<file path="config.mk">
export PLATFORM = sky130hd
export DESIGN_NAME = rpt_pulse_gen
export DESIGN_NICKNAME = d
export VERILOG_FILES = /design/src/rtl/pgen_pkg.sv /design/src/rtl/pgen_regs.sv /design/src/rtl/pgen_prescale.sv /design/src/rtl/pgen_clrqual.sv /design/src/rtl/pgen_core.sv /design/src/rtl/rpt_pulse_gen.sv
export SDC_FILE = /design/constraint.sdc
export NUM_CORES = 1
export LEC_CHECK = 0
export BUFFER_PORTS_ARGS = -buffer_cell sky130_fd_sc_hd__buf_2
export CAP_MARGIN = 40
export CORE_ASPECT_RATIO = 1.4
export CORE_MARGIN = 1
export CORE_UTILIZATION = 30
export DETAILED_ROUTE_END_ITERATION = 7
export GPL_TIMING_DRIVEN = 0
export PLACE_DENSITY_LB_ADDON = 0.2
export SLEW_MARGIN = 40
export SYNTH_ARGS = -nofsm -noshare
export SYNTH_HDL_FRONTEND = slang
export SYNTH_HIERARCHICAL = 1
export SYNTH_SLANG_ARGS = --single-unit
</file>
<file path="constraint.sdc">
create_clock -name clk -period 4.9 [get_ports clk]
set_clock_uncertainty 0.05 [all_clocks]
set_input_delay 0.49 -clock clk [delete_from_list [all_inputs] [get_ports clk]]
set_output_delay 0.49 -clock clk [all_outputs]
set_load 0.02 [all_outputs]
</file>
<file path="src/rtl/pgen_pkg.sv">
`timescale 1ns/1ps
// Shared constants for the repeating pulse generator: register addresses
// and clear-mode codes. Assumes a 3-bit word address on the write port.
package pgen_pkg;
    localparam int ADDR_W = 3;
    localparam int MODE_W = 4;

    localparam logic [ADDR_W-1:0] A_LEN    = 3'd0;
    localparam logic [ADDR_W-1:0] A_START  = 3'd1;
    localparam logic [ADDR_W-1:0] A_STOP   = 3'd2;
    localparam logic [ADDR_W-1:0] A_REPEAT = 3'd3;
    localparam logic [ADDR_W-1:0] A_MODE   = 3'd4;
    localparam logic [ADDR_W-1:0] A_DIV    = 3'd5;
    localparam logic [ADDR_W-1:0] A_SRC    = 3'd6;

    localparam logic [MODE_W-1:0] CM_FREE = 4'd0;
    localparam logic [MODE_W-1:0] CM_HIGH = 4'd1;
    localparam logic [MODE_W-1:0] CM_LOW  = 4'd2;
    localparam logic [MODE_W-1:0] CM_RISE = 4'd4;
    localparam logic [MODE_W-1:0] CM_FALL = 4'd8;
endpackage

</file>
<file path="src/rtl/pgen_regs.sv">
`timescale 1ns/1ps
// Pending setting registers. Holds the values written over the strobe
// port and presents them merged with a write of the current cycle, so
// the channel core can adopt a setting on the same edge it is written.
// Assumes wr_data is at least as wide as every field.
module pgen_regs
    import pgen_pkg::*;
#(
    parameter int CNT_W = 20,
    parameter int DIV_W = 12,
    parameter int REP_W = 8
) (
    input  logic              clk,
    input  logic              rst_n,
    input  logic              wr_en,
    input  logic [ADDR_W-1:0] wr_addr,
    input  logic [CNT_W-1:0]  wr_data,
    output logic [CNT_W-1:0]  nx_len,
    output logic [CNT_W-1:0]  nx_start,
    output logic [CNT_W-1:0]  nx_stop,
    output logic [REP_W-1:0]  nx_rep,
    output logic [MODE_W-1:0] nx_mode,
    output logic [DIV_W-1:0]  nx_div,
    output logic              nx_src,
    output logic              arm_wr
);
    logic [CNT_W-1:0]  sh_len, sh_start, sh_stop;
    logic [REP_W-1:0]  sh_rep;
    logic [MODE_W-1:0] sh_mode;
    logic [DIV_W-1:0]  sh_div;
    logic              sh_src;

    // Merge the write of this cycle over the stored pending values.
    always_comb begin
        nx_len   = sh_len;
        nx_start = sh_start;
        nx_stop  = sh_stop;
        nx_rep   = sh_rep;
        nx_mode  = sh_mode;
        nx_div   = sh_div;
        nx_src   = sh_src;
        if (wr_en) begin
            case (wr_addr)
                A_LEN:    nx_len   = wr_data;
                A_START:  nx_start = wr_data;
                A_STOP:   nx_stop  = wr_data;
                A_REPEAT: nx_rep   = wr_data[REP_W-1:0];
                A_MODE:   nx_mode  = wr_data[MODE_W-1:0];
                A_DIV:    nx_div   = wr_data[DIV_W-1:0];
                A_SRC:    nx_src   = wr_data[0];
                default:  ;
            endcase
        end
    end

    assign arm_wr = wr_en && (wr_addr == A_REPEAT);

    // Store the merged values; reset gives a one-tick, single-shot setup.
    always_ff @(posedge clk) begin
        if (!rst_n) begin
            sh_len   <= CNT_W'(1);
            sh_start <= '0;
            sh_stop  <= CNT_W'(1);
            sh_rep   <= REP_W'(1);
            sh_mode  <= CM_FREE;
            sh_div   <= '0;
            sh_src   <= 1'b0;
        end else begin
            sh_len   <= nx_len;
            sh_start <= nx_start;
            sh_stop  <= nx_stop;
            sh_rep   <= nx_rep;
            sh_mode  <= nx_mode;
            sh_div   <= nx_div;
            sh_src   <= nx_src;
        end
    end
endmodule

</file>
<file path="src/rtl/pgen_prescale.sv">
`timescale 1ns/1ps
// Divide-by-(div_n+1) prescaler on a selectable clock-enable source.
// Emits a one-cycle tick. phase_clr restarts the division phase and
// suppresses the tick. Assumes div_n changes only while phase_clr is high
// or at a channel wrap.
module pgen_prescale #(
    parameter int DIV_W = 12
) (
    input  logic             clk,
    input  logic             rst_n,
    input  logic             src_sel,
    input  logic             ref_en,
    input  logic             pix_en,
    input  logic [DIV_W-1:0] div_n,
    input  logic             phase_clr,
    output logic             tick
);
    logic [DIV_W-1:0] dcnt_q;
    logic             src_en;
    logic             at_top;

    assign src_en = src_sel ? pix_en : ref_en;
    assign at_top = (dcnt_q >= div_n);
    assign tick   = src_en && !phase_clr && at_top;

    // Count enabled source cycles and fold back after div_n+1 of them.
    always_ff @(posedge clk) begin
        if (!rst_n || phase_clr) begin
            dcnt_q <= '0;
        end else if (src_en) begin
            dcnt_q <= at_top ? '0 : dcnt_q + DIV_W'(1);
        end
    end

    // with a nonzero divider, two ticks are never adjacent.
    p_tick_gap_r6: assert property (@(posedge clk) disable iff (!rst_n)
        (tick && div_n != '0) |=> (!tick || div_n == '0));
endmodule

</file>
<file path="src/rtl/pgen_clrqual.sv">
`timescale 1ns/1ps
// Clear-input qualifier: two-stage synchronizer plus an edge stage. It
// turns the selected clear mode into a level hold or a single-cycle
// restart strike. Mode codes other than the four defined ones act as free run.
module pgen_clrqual
    import pgen_pkg::*;
(
    input  logic              clk,
    input  logic              rst_n,
    input  logic              clr_in,
    input  logic [MODE_W-1:0] mode,
    output logic              hold,
    output logic              edge_hit
);
    logic s1_q, s2_q, s3_q;

    // Synchronize the asynchronous clear and keep one older sample.
    always_ff @(posedge clk) begin
        if (!rst_n) begin
            s1_q <= 1'b0;
            s2_q <= 1'b0;
            s3_q <= 1'b0;
        end else begin
            s1_q <= clr_in;
            s2_q <= s1_q;
            s3_q <= s2_q;
        end
    end

    // Decode the mode into a hold level or an edge strike.
    always_comb begin
        hold     = 1'b0;
        edge_hit = 1'b0;
        case (mode)
            CM_HIGH: hold     = s2_q;
            CM_LOW:  hold     = !s2_q;
            CM_RISE: edge_hit = s2_q && !s3_q;
            CM_FALL: edge_hit = !s2_q && s3_q;
            default: ;
        endcase
    end

    // an edge strike lasts exactly one cycle per edge.
    p_edge_single_r8: assert property (@(posedge clk) disable iff (!rst_n)
        edge_hit |=> !edge_hit);
endmodule

</file>
<file path="src/rtl/pgen_core.sv">
`timescale 1ns/1ps
// Channel core: active settings, the cycle counter, the remaining-repeat
// counter and the registered pulse output. Pending settings are adopted
// while stopped or held, on a restart, or at a wrap. The repeat counter
// uses 0 for "forever" and is reloaded only on a restart.
module pgen_core
    import pgen_pkg::*;
#(
    parameter int CNT_W = 20,
    parameter int DIV_W = 12,
    parameter int REP_W = 8
) (
    input  logic              clk,
    input  logic              rst_n,
    input  logic [CNT_W-1:0]  nx_len,
    input  logic [CNT_W-1:0]  nx_start,
    input  logic [CNT_W-1:0]  nx_stop,
    input  logic [REP_W-1:0]  nx_rep,
    input  logic [MODE_W-1:0] nx_mode,
    input  logic [DIV_W-1:0]  nx_div,
    input  logic              nx_src,
    input  logic              arm_wr,
    input  logic              tick,
    input  logic              hold,
    input  logic              edge_hit,
    output logic [MODE_W-1:0] act_mode,
    output logic [DIV_W-1:0]  act_div,
    output logic              act_src,
    output logic              phase_clr,
    output logic              pulse_out
);
    logic [CNT_W-1:0] act_len, act_start, act_stop;
    logic [CNT_W-1:0] cnt_q;
    logic [REP_W-1:0] rep_q;
    logic             run_q, out_q;
    logic [CNT_W:0]   cnt_nx;
    logic             restart, wrap_now, load, in_win;

    assign restart   = (arm_wr && !run_q) || edge_hit || hold;
    assign cnt_nx    = {1'b0, cnt_q} + {{CNT_W{1'b0}}, 1'b1};
    assign wrap_now  = tick && run_q && !restart && (cnt_nx >= {1'b0, act_len});
    assign load      = !run_q || restart || wrap_now;
    assign phase_clr = !run_q || restart;
    assign in_win    = (cnt_q >= act_start) && (cnt_q < act_stop);
    assign pulse_out = out_q;

    // Adopt pending settings at the permitted moments only.
    always_ff @(posedge clk) begin
        if (!rst_n) begin
            act_len   <= CNT_W'(1);
            act_start <= '0;
            act_stop  <= CNT_W'(1);
            act_mode  <= CM_FREE;
            act_div   <= '0;
            act_src   <= 1'b0;
        end else if (load) begin
            act_len   <= nx_len;
            act_start <= nx_start;
            act_stop  <= nx_stop;
            act_mode  <= nx_mode;
            act_div   <= nx_div;
            act_src   <= nx_src;
        end
    end

    // Run state, cycle count and remaining repeats.
    always_ff @(posedge clk) begin
        if (!rst_n) begin
            run_q <= 1'b0;
            cnt_q <= '0;
            rep_q <= '0;
        end else if (restart) begin
            run_q <= 1'b1;
            cnt_q <= '0;
            rep_q <= nx_rep;
        end else if (wrap_now) begin
            cnt_q <= '0;
            if (rep_q == REP_W'(1)) begin
                run_q <= 1'b0;
            end else if (rep_q != '0) begin
                rep_q <= rep_q - REP_W'(1);
            end
        end else if (tick && run_q) begin
            cnt_q <= cnt_nx[CNT_W-1:0];
        end
    end

    // Register the window compare so the output is glitch free.
    always_ff @(posedge clk) begin
        if (!rst_n) begin
            out_q <= 1'b0;
        end else begin
            out_q <= run_q && !hold && in_win;
        end
    end

    // a stopped channel drives a low output on the next cycle.
    p_idle_low_r1: assert property (@(posedge clk) disable iff (!rst_n)
        !run_q |=> !pulse_out);
    // while running, the count stays below a nonzero cycle length.
    p_cnt_in_len_r4: assert property (@(posedge clk) disable iff (!rst_n)
        (run_q && act_len != '0) |-> (cnt_q < act_len));
    // once a finite burst ends, the output is low.
    p_stop_low_r5: assert property (@(posedge clk) disable iff (!rst_n)
        $fell(run_q) |=> !pulse_out);
    // an edge strike leaves the channel running from count zero.
    p_edge_restart_r8: assert property (@(posedge clk) disable iff (!rst_n)
        edge_hit |=> (run_q && cnt_q == '0));
    // a level hold keeps count zero and output low.
    p_hold_zero_r9: assert property (@(posedge clk) disable iff (!rst_n)
        hold |=> (cnt_q == '0 && !pulse_out));
endmodule

</file>
<file path="src/rtl/rpt_pulse_gen.sv">
`timescale 1ns/1ps
// Top of the repeating pulse generator channel. It wires the pending
// registers, clear qualifier, prescaler and channel core together.
// Assumes clr_in is asynchronous and the enables are synchronous to clk.
module rpt_pulse_gen
    import pgen_pkg::*;
#(
    parameter int CNT_W = 20,
    parameter int DIV_W = 12,
    parameter int REP_W = 8
) (
    input  logic              clk,
    input  logic              rst_n,
    input  logic              ref_en,
    input  logic              pix_en,
    input  logic              clr_in,
    input  logic              wr_en,
    input  logic [ADDR_W-1:0] wr_addr,
    input  logic [CNT_W-1:0]  wr_data,
    output logic              pulse_out
);
    logic [CNT_W-1:0]  nx_len, nx_start, nx_stop;
    logic [REP_W-1:0]  nx_rep;
    logic [MODE_W-1:0] nx_mode, act_mode;
    logic [DIV_W-1:0]  nx_div, act_div;
    logic              nx_src, act_src, arm_wr;
    logic              tick, hold, edge_hit, phase_clr;

    pgen_regs #(.CNT_W(CNT_W), .DIV_W(DIV_W), .REP_W(REP_W)) u_regs (
        .clk(clk), .rst_n(rst_n), .wr_en(wr_en), .wr_addr(wr_addr),
        .wr_data(wr_data), .nx_len(nx_len), .nx_start(nx_start),
        .nx_stop(nx_stop), .nx_rep(nx_rep), .nx_mode(nx_mode),
        .nx_div(nx_div), .nx_src(nx_src), .arm_wr(arm_wr)
    );

    pgen_clrqual u_clr (
        .clk(clk), .rst_n(rst_n), .clr_in(clr_in), .mode(act_mode),
        .hold(hold), .edge_hit(edge_hit)
    );

    pgen_prescale #(.DIV_W(DIV_W)) u_div (
        .clk(clk), .rst_n(rst_n), .src_sel(act_src), .ref_en(ref_en),
        .pix_en(pix_en), .div_n(act_div), .phase_clr(phase_clr), .tick(tick)
    );

    pgen_core #(.CNT_W(CNT_W), .DIV_W(DIV_W), .REP_W(REP_W)) u_core (
        .clk(clk), .rst_n(rst_n), .nx_len(nx_len), .nx_start(nx_start),
        .nx_stop(nx_stop), .nx_rep(nx_rep), .nx_mode(nx_mode),
        .nx_div(nx_div), .nx_src(nx_src), .arm_wr(arm_wr), .tick(tick),
        .hold(hold), .edge_hit(edge_hit), .act_mode(act_mode),
        .act_div(act_div), .act_src(act_src), .phase_clr(phase_clr),
        .pulse_out(pulse_out)
    );
endmodule

</file>
* After elaboration in Yosys (flattened, before gate mapping)
Index checks and enable logic that the tools add are counted.
Storage, ports and cells: bits in registers 207, bits of input ports 29, output and inout bits 1, word-level logic and storage cells 98
Operators by class: add/sub/neg operators 3, $lt $le $gt $ge 4, equal/unequal tests 12, muxes and demuxes 25, bitwise gates (word level) 1, reductions and logical operators 32
Operators by type and width (number):
- $mux 20 | 6
- $mux 8 | 6
- $mux 12 | 3
- $add 20x1->21 const B | 1
- $ge 21x20->1 | 1
- $ge 20x20->1 | 1
- $lt 20x20->1 | 1
- $add 12x1->12 const B | 1
- $ge 12x12->1 | 1
- $logic_and 1x1->1 | 12
- $eq 3x3->1 const B | 3
- $eq 8x1->1 const B | 1
- $mux 4 | 2
- $reduce_bool 8->1 | 1
- $sub 8x1->8 const B | 1
- $logic_not 1->1 | 7
- $eq 3x2->1 const B | 2
- $mux 1 | 6
- $reduce_bool 2->1 | 3
- $logic_or 1x1->1 | 5
- $eq 4x1->1 const B | 1
- $eq 4x2->1 const B | 1
- $eq 4x3->1 const B | 1
- $eq 4x4->1 const B | 1
- other kinds (8) | 9

* Depth between registers and ports, before layout
Gate-level depths: netlist of the first run.
depth in word-level cells 14, depth in mapped cells 17, gate-level depth less buffers 15

* Hierarchy
The synthesis of the first run kept the hierarchy.
By module, submodules not included:
- pgen_core | times used 1, cells an instance 670, area an instance 5974.5 um2, sequential area each 2142.1 um2
- pgen_regs | times used 1, cells an instance 400, area an instance 4486.8 um2, sequential area each 1701.6 um2
- pgen_prescale | times used 1, cells an instance 101, area an instance 863.3 um2, sequential area each 240.2 um2
- pgen_clrqual | times used 1, cells an instance 12, area an instance 137.6 um2, sequential area each 60.1 um2

* Worst setup path before layout of the first run
Ideal clock, no wire load.
kind flip-flop to flip-flop, start register u_core.cnt_q[0], end register u_core.act_len[0], library setup time 0.127 ns, arrival time 3.419 ns, required time 4.723 ns, path slack 1.304 ns, cell stages (with the launch flop) 18, path buffers 2, clock period less this slack 3.596 ns, cells stage by stage dfxtp_1 -> ha_1 -> nand3_2 -> nor3_4 -> nand3_1 -> nor2_1 -> nand3_1 -> xnor2_1 -> ha_1 -> nand3_1 -> nor3_1 -> a211oi_1 -> nand3_1 -> o22ai_2 -> buf_4 -> buf_4 -> mux2i_1 -> nand2_1
Between the ends: word-level cells in the longest chain between the ends 4
Ends and longest elaborated chain:
- start, declared | line pgen_core.sv:33 | logic [CNT_W-1:0] cnt_q;
- start signal, assigned | line pgen_core.sv:84 | cnt_q <= cnt_nx[CNT_W-1:0];
- $add 20x1->21 | line pgen_core.sv:40 | assign cnt_nx = {1'b0, cnt_q} + {{CNT_W{1'b0}}, 1'b1};
- net u_core.cnt_nx[18] | line pgen_core.sv:36 | logic [CNT_W:0] cnt_nx;
- $ge 21x20->1 | line pgen_core.sv:41 | assign wrap_now = tick && run_q && !restart && (cnt_nx >= {1'b0, act_len});
- $logic_and 1x1->1 | line pgen_core.sv:41
- $logic_or 1x1->1 | line pgen_core.sv:42 | assign load = !run_q || restart || wrap_now;
- end signal, assigned | line pgen_core.sv:57 | act_len <= nx_len;
- end, declared | line pgen_core.sv:32 | logic [CNT_W-1:0] act_len, act_start, act_stop;
The timed path passes the listed nets, and every way through them passes these cells. A chain may end at the register's enable or synchronous reset.

* Final worst setup path of the first run
start register u_core.cnt_q[0], end register u_core.act_start[12]
Between the ends: word-level cells in the longest chain between the ends 4
Ends and longest elaborated chain:
- $add 20x1->21 | line pgen_core.sv:40
- net u_core.cnt_nx[18] | line pgen_core.sv:36
- $ge 21x20->1 | line pgen_core.sv:41
- $logic_and 1x1->1 | line pgen_core.sv:41
- $logic_or 1x1->1 | line pgen_core.sv:42
- end signal, assigned | line pgen_core.sv:58 | act_start <= nx_start;
- end, declared | line pgen_core.sv:32
The timed path passes the listed nets, and every way through them passes these cells.

==> results_dict.tcl, run 1 <==
set metrics [dict create \
    period_needed_ns 4.49 \
    num_antenna_cells 0 \
    netSwitchingPower_mw 0.979 \
    ys_warn_count 6 \
    synth_area_leader_cell "dfxtp_1" \
    numPortBuffers 28 \
    stdcell_count 1726 \
    rsz0062_at_grt "no" \
    firstDrtPassIters 4 \
    placed_area_um2 12200 \
    crit_fanout 10 \
    cts.sinks 207 \
    wl_um 31500 \
    nets 1342 \
    slew_viol_final 0 \
    p_int_mw 2.90 \
    outcome "finished, final reports clean" \
    grt_pass1_vias 8595 \
    clockBufferDepth 3 \
    tritoncts "done" \
    synth_area_um2 11500 \
    required_ns 5.22 \
    synth-edff-count 0 \
    slew_headroom_pct 41.6 \
    start_kind "flop" \
    synth_top_cell_area_share_pct 36.2 \
    grt_pass1_wl_um 49500 \
    crit_type "reg -> reg" \
    yosysMostFrequentCell "dfxtp_1" \
    clk_pin_slew_worst_paths_ns 0.06 \
    synth-seq-area-share_pct 36.2 \
    yosys-top-cells-area "dfxtp_1 36%, mux2i_1 14%, ha_1 8.2%, mux2_4 8.0%, nand2_1 4.5%" \
    end_kind "flop" \
    grt-ovfl-total 0 \
    die_h_um 233 \
    layout-drive-gt1-share_pct 17.1 \
    cts_buffers 23 \
    yosys-top-cells-count "207 x dfxtp_1, 163 x mux2i_1, 138 x nand2_1" \
    gr-usage-all-layers_pct 16.6 \
    hold_path_class "in -> reg" \
    gp_congestion 0.784 \
    critPathArrivalTime_ns 4.81 \
    hold_slack_ns 0.124 \
    antenna_found_initial 0 \
    coreArea_um2 37600 \
    vdd_drop_max_uv 245 \
    drv_cap 0 \
    synth_cell_types 66 \
    cts_hold_buf 0 \
    netSwitchingFraction_pct 25.2 \
    ant_nets 0 \
    worst_pin_slew_ns 0.876 \
    syn_avg_cell_area_um2 9.69 \
    hold_violations 0 \
    start_util_pct 30.5 \
    area_growth_pct 13.4 \
    synthArstFlopShare_pct 0 \
    synth-seq-cells 207 \
    setup_viol 0 \
    die_w_um 167 \
    p_clk_share_pct 45.0 \
    yosys_most_used_dff "dfxtp_1" \
    cts-root-buf "clkbuf_16" \
    dieArea_um2 39000 \
    viasPerCell 4.76 \
    syn_nets 1287 \
    max_freq_mhz 223 \
    drt_iter0_markers 362 \
    setup_tns_ns 0 \
    drcViolationCount 0 \
    placed_cells 1684 \
    num_rows 84 \
    p_seq_share_pct 44.8 \
    synthCells 1183 \
    p_leak_nw 5.13 \
    io_pins 30 \
    finalInstanceArea_um2 13000 \
    grt_max_degree 14 \
    via_count 8216 \
    htree_levels 1 \
    p_comb_share_pct 10.2 \
    wl_per_cell_um 18.3 \
    fin_crit_sh_pct 91.6 \
    clk_latency_ns 0.52 \
    detailed_place_hpwl_um 24300 \
    powerDensity_nw_per_um2 299 \
]
metrics by stage:
| step | utilization (%) | worst slack, ns | power (mW) |
|---|---|---|---|
| floorplan | - | 1.30 | 2.04 |
| global placement | 32.4 | -0.263 | 2.17 |
| finish | 34.5 | 0.412 | 3.88 |
| detailed placement | 32.4 | -0.203 | 2.17 |
| global route | 34.5 | 0.0605 | 4.03 |
| CTS | 34.5 | 0.0317 | 3.94 |
power groups by stage:
stage               sequential [mW]  combinational [mW]  clock (mW)
finish                         1.74               0.395        1.75
global route                   1.74               0.427        1.86
CTS                            1.74               0.397        1.81
detailed placement             1.78               0.393           0
global placement               1.78               0.389           0
floorplan                      1.77               0.264           0
logic make-up after synthesis:
kind of cell | synth area share, %
compound gates | 5.84
xor+xnor | 3.74
fa+ha+maj | 8.19
buf+inv | 5.73
flops | 36.2
mux | 24.8
simple gates | 15.6
what timing repair did:
item                       CTS  global route
setup endpoints to repair   60            78
gates resized for setup      3             4
cloned                       0             0
buffers inserted             1             1
pin swaps                    1             1
sequential cells by signal, indices dropped and copies added (netlist names), 12 cells and up:
name	cells
u_core/act_div	12
u_core/act_len	20
u_core/act_start	20
u_core/act_stop	20
u_core/cnt_q	20
u_div/dcnt_q	12
u_regs/sh_div	12
u_regs/sh_len	20
u_regs/sh_start	20
u_regs/sh_stop	20
final timing paths:
check,endpoint,slack [ns],cells past startpoint,from
setup reg to reg,u_core/act_start[12],0.41,18,u_core/cnt_q[0]
hold reg to reg,u_clr/s2_q,0.38,1,u_clr/s1_q
setup / recovery,u_core/act_start[12],0.41,18,u_core/cnt_q[0]
hold / removal,u_clr/s1_q,0.12,2,clr_in
final cells by class:
cell class                 instances  area (um^2)
buffer                            58          367
clock buffer                      32          649
clock inverter                     8         95.1
fill                            3920        24600
inverter                          78          293
multi-input combinational        840         6700
sequential                       207         4140
tap                              473          592
timing repair buffer              30          155
critical path, stage by stage (launching register included):
cell,delay [ns]
dfxtp_1,0.47
ha_1,0.27
nand3_2,0.20
nor3_4,0.29
nand3_2,0.21
nor2_2,0.25
nand3_1,0.13
xnor2_1,0.20
ha_1,0.27
nand3_1,0.24
nor3_1,0.12
a211oi_2,0.19
buf_4,0.17
nand3_1,0.12
o22ai_4,0.26
buf_4,0.30
buf_4,0.29
mux2i_1,0.23
nor2_1,0.06
cell usage in the layout, fill, tap and decap left out, types with 3 or more instances in the layout:
cell / count
mux2_2: 26
buf_4: 11
buf_2: 39
a31oi_1: 4
dfxtp_1: 207
mux2_4: 61
buf_6: 10
nand2_1: 138
nand3_1: 18
or4_1: 5
nand4_1: 17
nor2b_1: 9
mux2i_1: 163
clkbuf_16: 23
and2_1: 5
nor3_1: 8
xor2_1: 28
clkinv_2: 4
nand2b_1: 7
a2111oi_0: 3
clkbuf_2: 3
clkbuf_1: 28
inv_1: 76
and3_1: 5
ha_1: 75
a211oi_1: 4
o31ai_1: 4
o211ai_1: 9
xnor2_1: 21
o21ai_0: 13
a21oi_1: 29
nor2_1: 121
a21o_1: 13
and4_1: 6
clkbuf_8: 4
routing by layer:
layer	vias to the layer above	part of all wire, %	global-route usage [%]
met5	-	0	0
met4	0	3.9	7.14
met3	51	2.3	1.68
met2	104	53	32.3
met1	3878	41	18.0
li1	4183	-	-
Power figures use the tool's default switching activity.
==> run 2: changes to the inputs <==
- CORE_ASPECT_RATIO: 1.4 -> unset
==> results_dict.tcl, run 2 (synthesis results as in run 1) <==
set metrics [dict create \
    outcome "finished, final reports clean" \
    drt_iter0_markers 314 \
    clk_pin_slew_worst_paths_ns 0.06 \
    powerDensity_nw_per_um2 306 \
    wl_um 30700 \
    hold_path_class "in -> reg" \
    slew_viol_final 0 \
    cts.sinks 207 \
    crit_fanout 10 \
    grt-ovfl-total 0 \
    crit_family "simple AND/OR/NAND/NOR gates" \
    tritoncts "done" \
    firstDrtPassIters 5 \
    die_h_um 197 \
    rr_startpoint "u_core/cnt_q[0]" \
    multi_input_area_um2 6690 \
    start_util_pct 30.4 \
    cts_buffers 25 \
    min_path_cells 2 \
    num_rows 71 \
    required_ns 5.25 \
    rsz0062_at_grt "no" \
    setup_tns_ns 0 \
    hold_violations 0 \
    drcViolationCount 0 \
    path_common_cell "nand3_1" \
    critPathArrivalTime_ns 4.80 \
    io_pins 30 \
    mostFrequentLayoutCells "207 x dfxtp_1, 163 x mux2i_1, 138 x nand2_1" \
    cp_num_buf_inv 2 \
    mostFrequentLayoutCell "dfxtp_1" \
    wl_per_cell_um 17.4 \
    layout-drive-gt1-share_pct 16.7 \
    crit_type "reg -> reg" \
    antenna_found_initial 0 \
    cp_cell_sequence "ha_1, nand3_2, nor3_4, nand3_1, nor2_4, nand3_1, xnor2_1, ha_1, nand3_1, nor4_1, o21ai_1, o22ai_2, o21ai_2, o211ai_1, buf_4, clkbuf_2, nor2_1" \
    setup_viol 0 \
    r2r_setup_slack_ns 0.45 \
    num_antenna_cells 0 \
    placed_cells 1722 \
    via_count 8156 \
    dieArea_um2 39000 \
    worst_pin_slew_ns 0.751 \
    slowest_stage "dfxtp_1" \
    end_kind "flop" \
    period_needed_ns 4.45 \
    clk_latency_ns 0.52 \
    grt_max_degree 13 \
    r2r_end "u_core/cnt_q[13]" \
    final-seq-area_um2 4140 \
    hp-start "clr_in" \
    max_freq_mhz 225 \
    area_growth_pct 14.2 \
    gr-usage-all-layers_pct 16.1 \
    htree_levels 1 \
    grt_pass1_wl_um 48400 \
    cpPeakStageDelay_ns 0.49 \
    cts-root-buf "clkbuf_16" \
    detailed_place_hpwl_um 23300 \
    r2r_cells 17 \
    numPortBuffers 28 \
    gp_congestion 0.787 \
    start_kind "flop" \
    vdd_drop_max_uv 240 \
    nets 1343 \
    slew_headroom_pct 50.0 \
    min_to "u_clr/s1_q" \
    drv_cap 0 \
    viasPerCell 4.63 \
    stdcell_count 1762 \
    grt_pass1_vias 8126 \
    die_w_um 197 \
    coreArea_um2 37700 \
    fin_crit_sh_pct 90.8 \
    fill_cells 3953 \
    p_leak_nw 5.16 \
    ant_nets 0 \
    clockBufferDepth 3 \
]
run 2: what timing repair did:
action,in CTS,in global routing
setup endpoints to repair,12,64
hold buffers,0,0
buffers inserted,0,1
pin swaps,0,1
gates resized for setup,2,3
run 2: worst max-delay path by stage:
stage	startpoint	cells after the start	end	slack, ns
after CTS	u_core/cnt_q[0]	17	u_core/act_start[15]	0.15
after global routing	u_core/cnt_q[0]	17	u_core/act_start[14]	0.01
after floorplan	u_core/cnt_q[0]	17	u_core/act_len[0]	1.30
final	u_core/cnt_q[0]	17	u_core/cnt_q[13]	0.45
after global placement	u_core/cnt_q[0]	16	u_core/cnt_q[14]	0.04
after detailed placement	u_core/cnt_q[0]	17	u_core/act_start[15]	0.02
run 2: power breakdown:
part | internal [mW] | switching (mW)
clock network | 1.16 | 0.720
logic | 0.156 | 0.230
registers | 1.72 | 0.0216
total | 3.03 | 0.972
run 2: final cells by class:
| class | instances | area share (%) |
|---|---|---|
| multi-input combinational | 840 | 51.1 |
| sequential | 207 | 31.7 |
| clock buffer | 35 | 5.45 |
| tap | 511 | 4.89 |
| buffer | 58 | 2.79 |
| inverter | 78 | 2.24 |
| timing repair buffer | 29 | 1.13 |
| clock inverter | 4 | 0.755 |
run 2: metrics by stage:
step	worst slack (ns)	hold WS [ns]	cell area, um^2	total power, mW	utilization (%)
after global routing	0.0117	0.120	13100	4.17	34.7
after detailed placement	0.0182	0.371	12200	2.17	32.5
after CTS	0.149	0.0915	13100	4.07	34.7
after floorplan	1.30	0.362	11500	2.04	-
final	0.449	0.119	13100	4.01	34.7
after global placement	0.0357	0.368	12200	2.16	32.5
run 2: per-layer routing:
metal | GRT usage (%) | part of all wire, %
met1 | 22.1 | 50
met2 | 26.6 | 45
met3 | 2.01 | 3.0
met4 | 4.05 | 1.9
met5 | 0 | 0
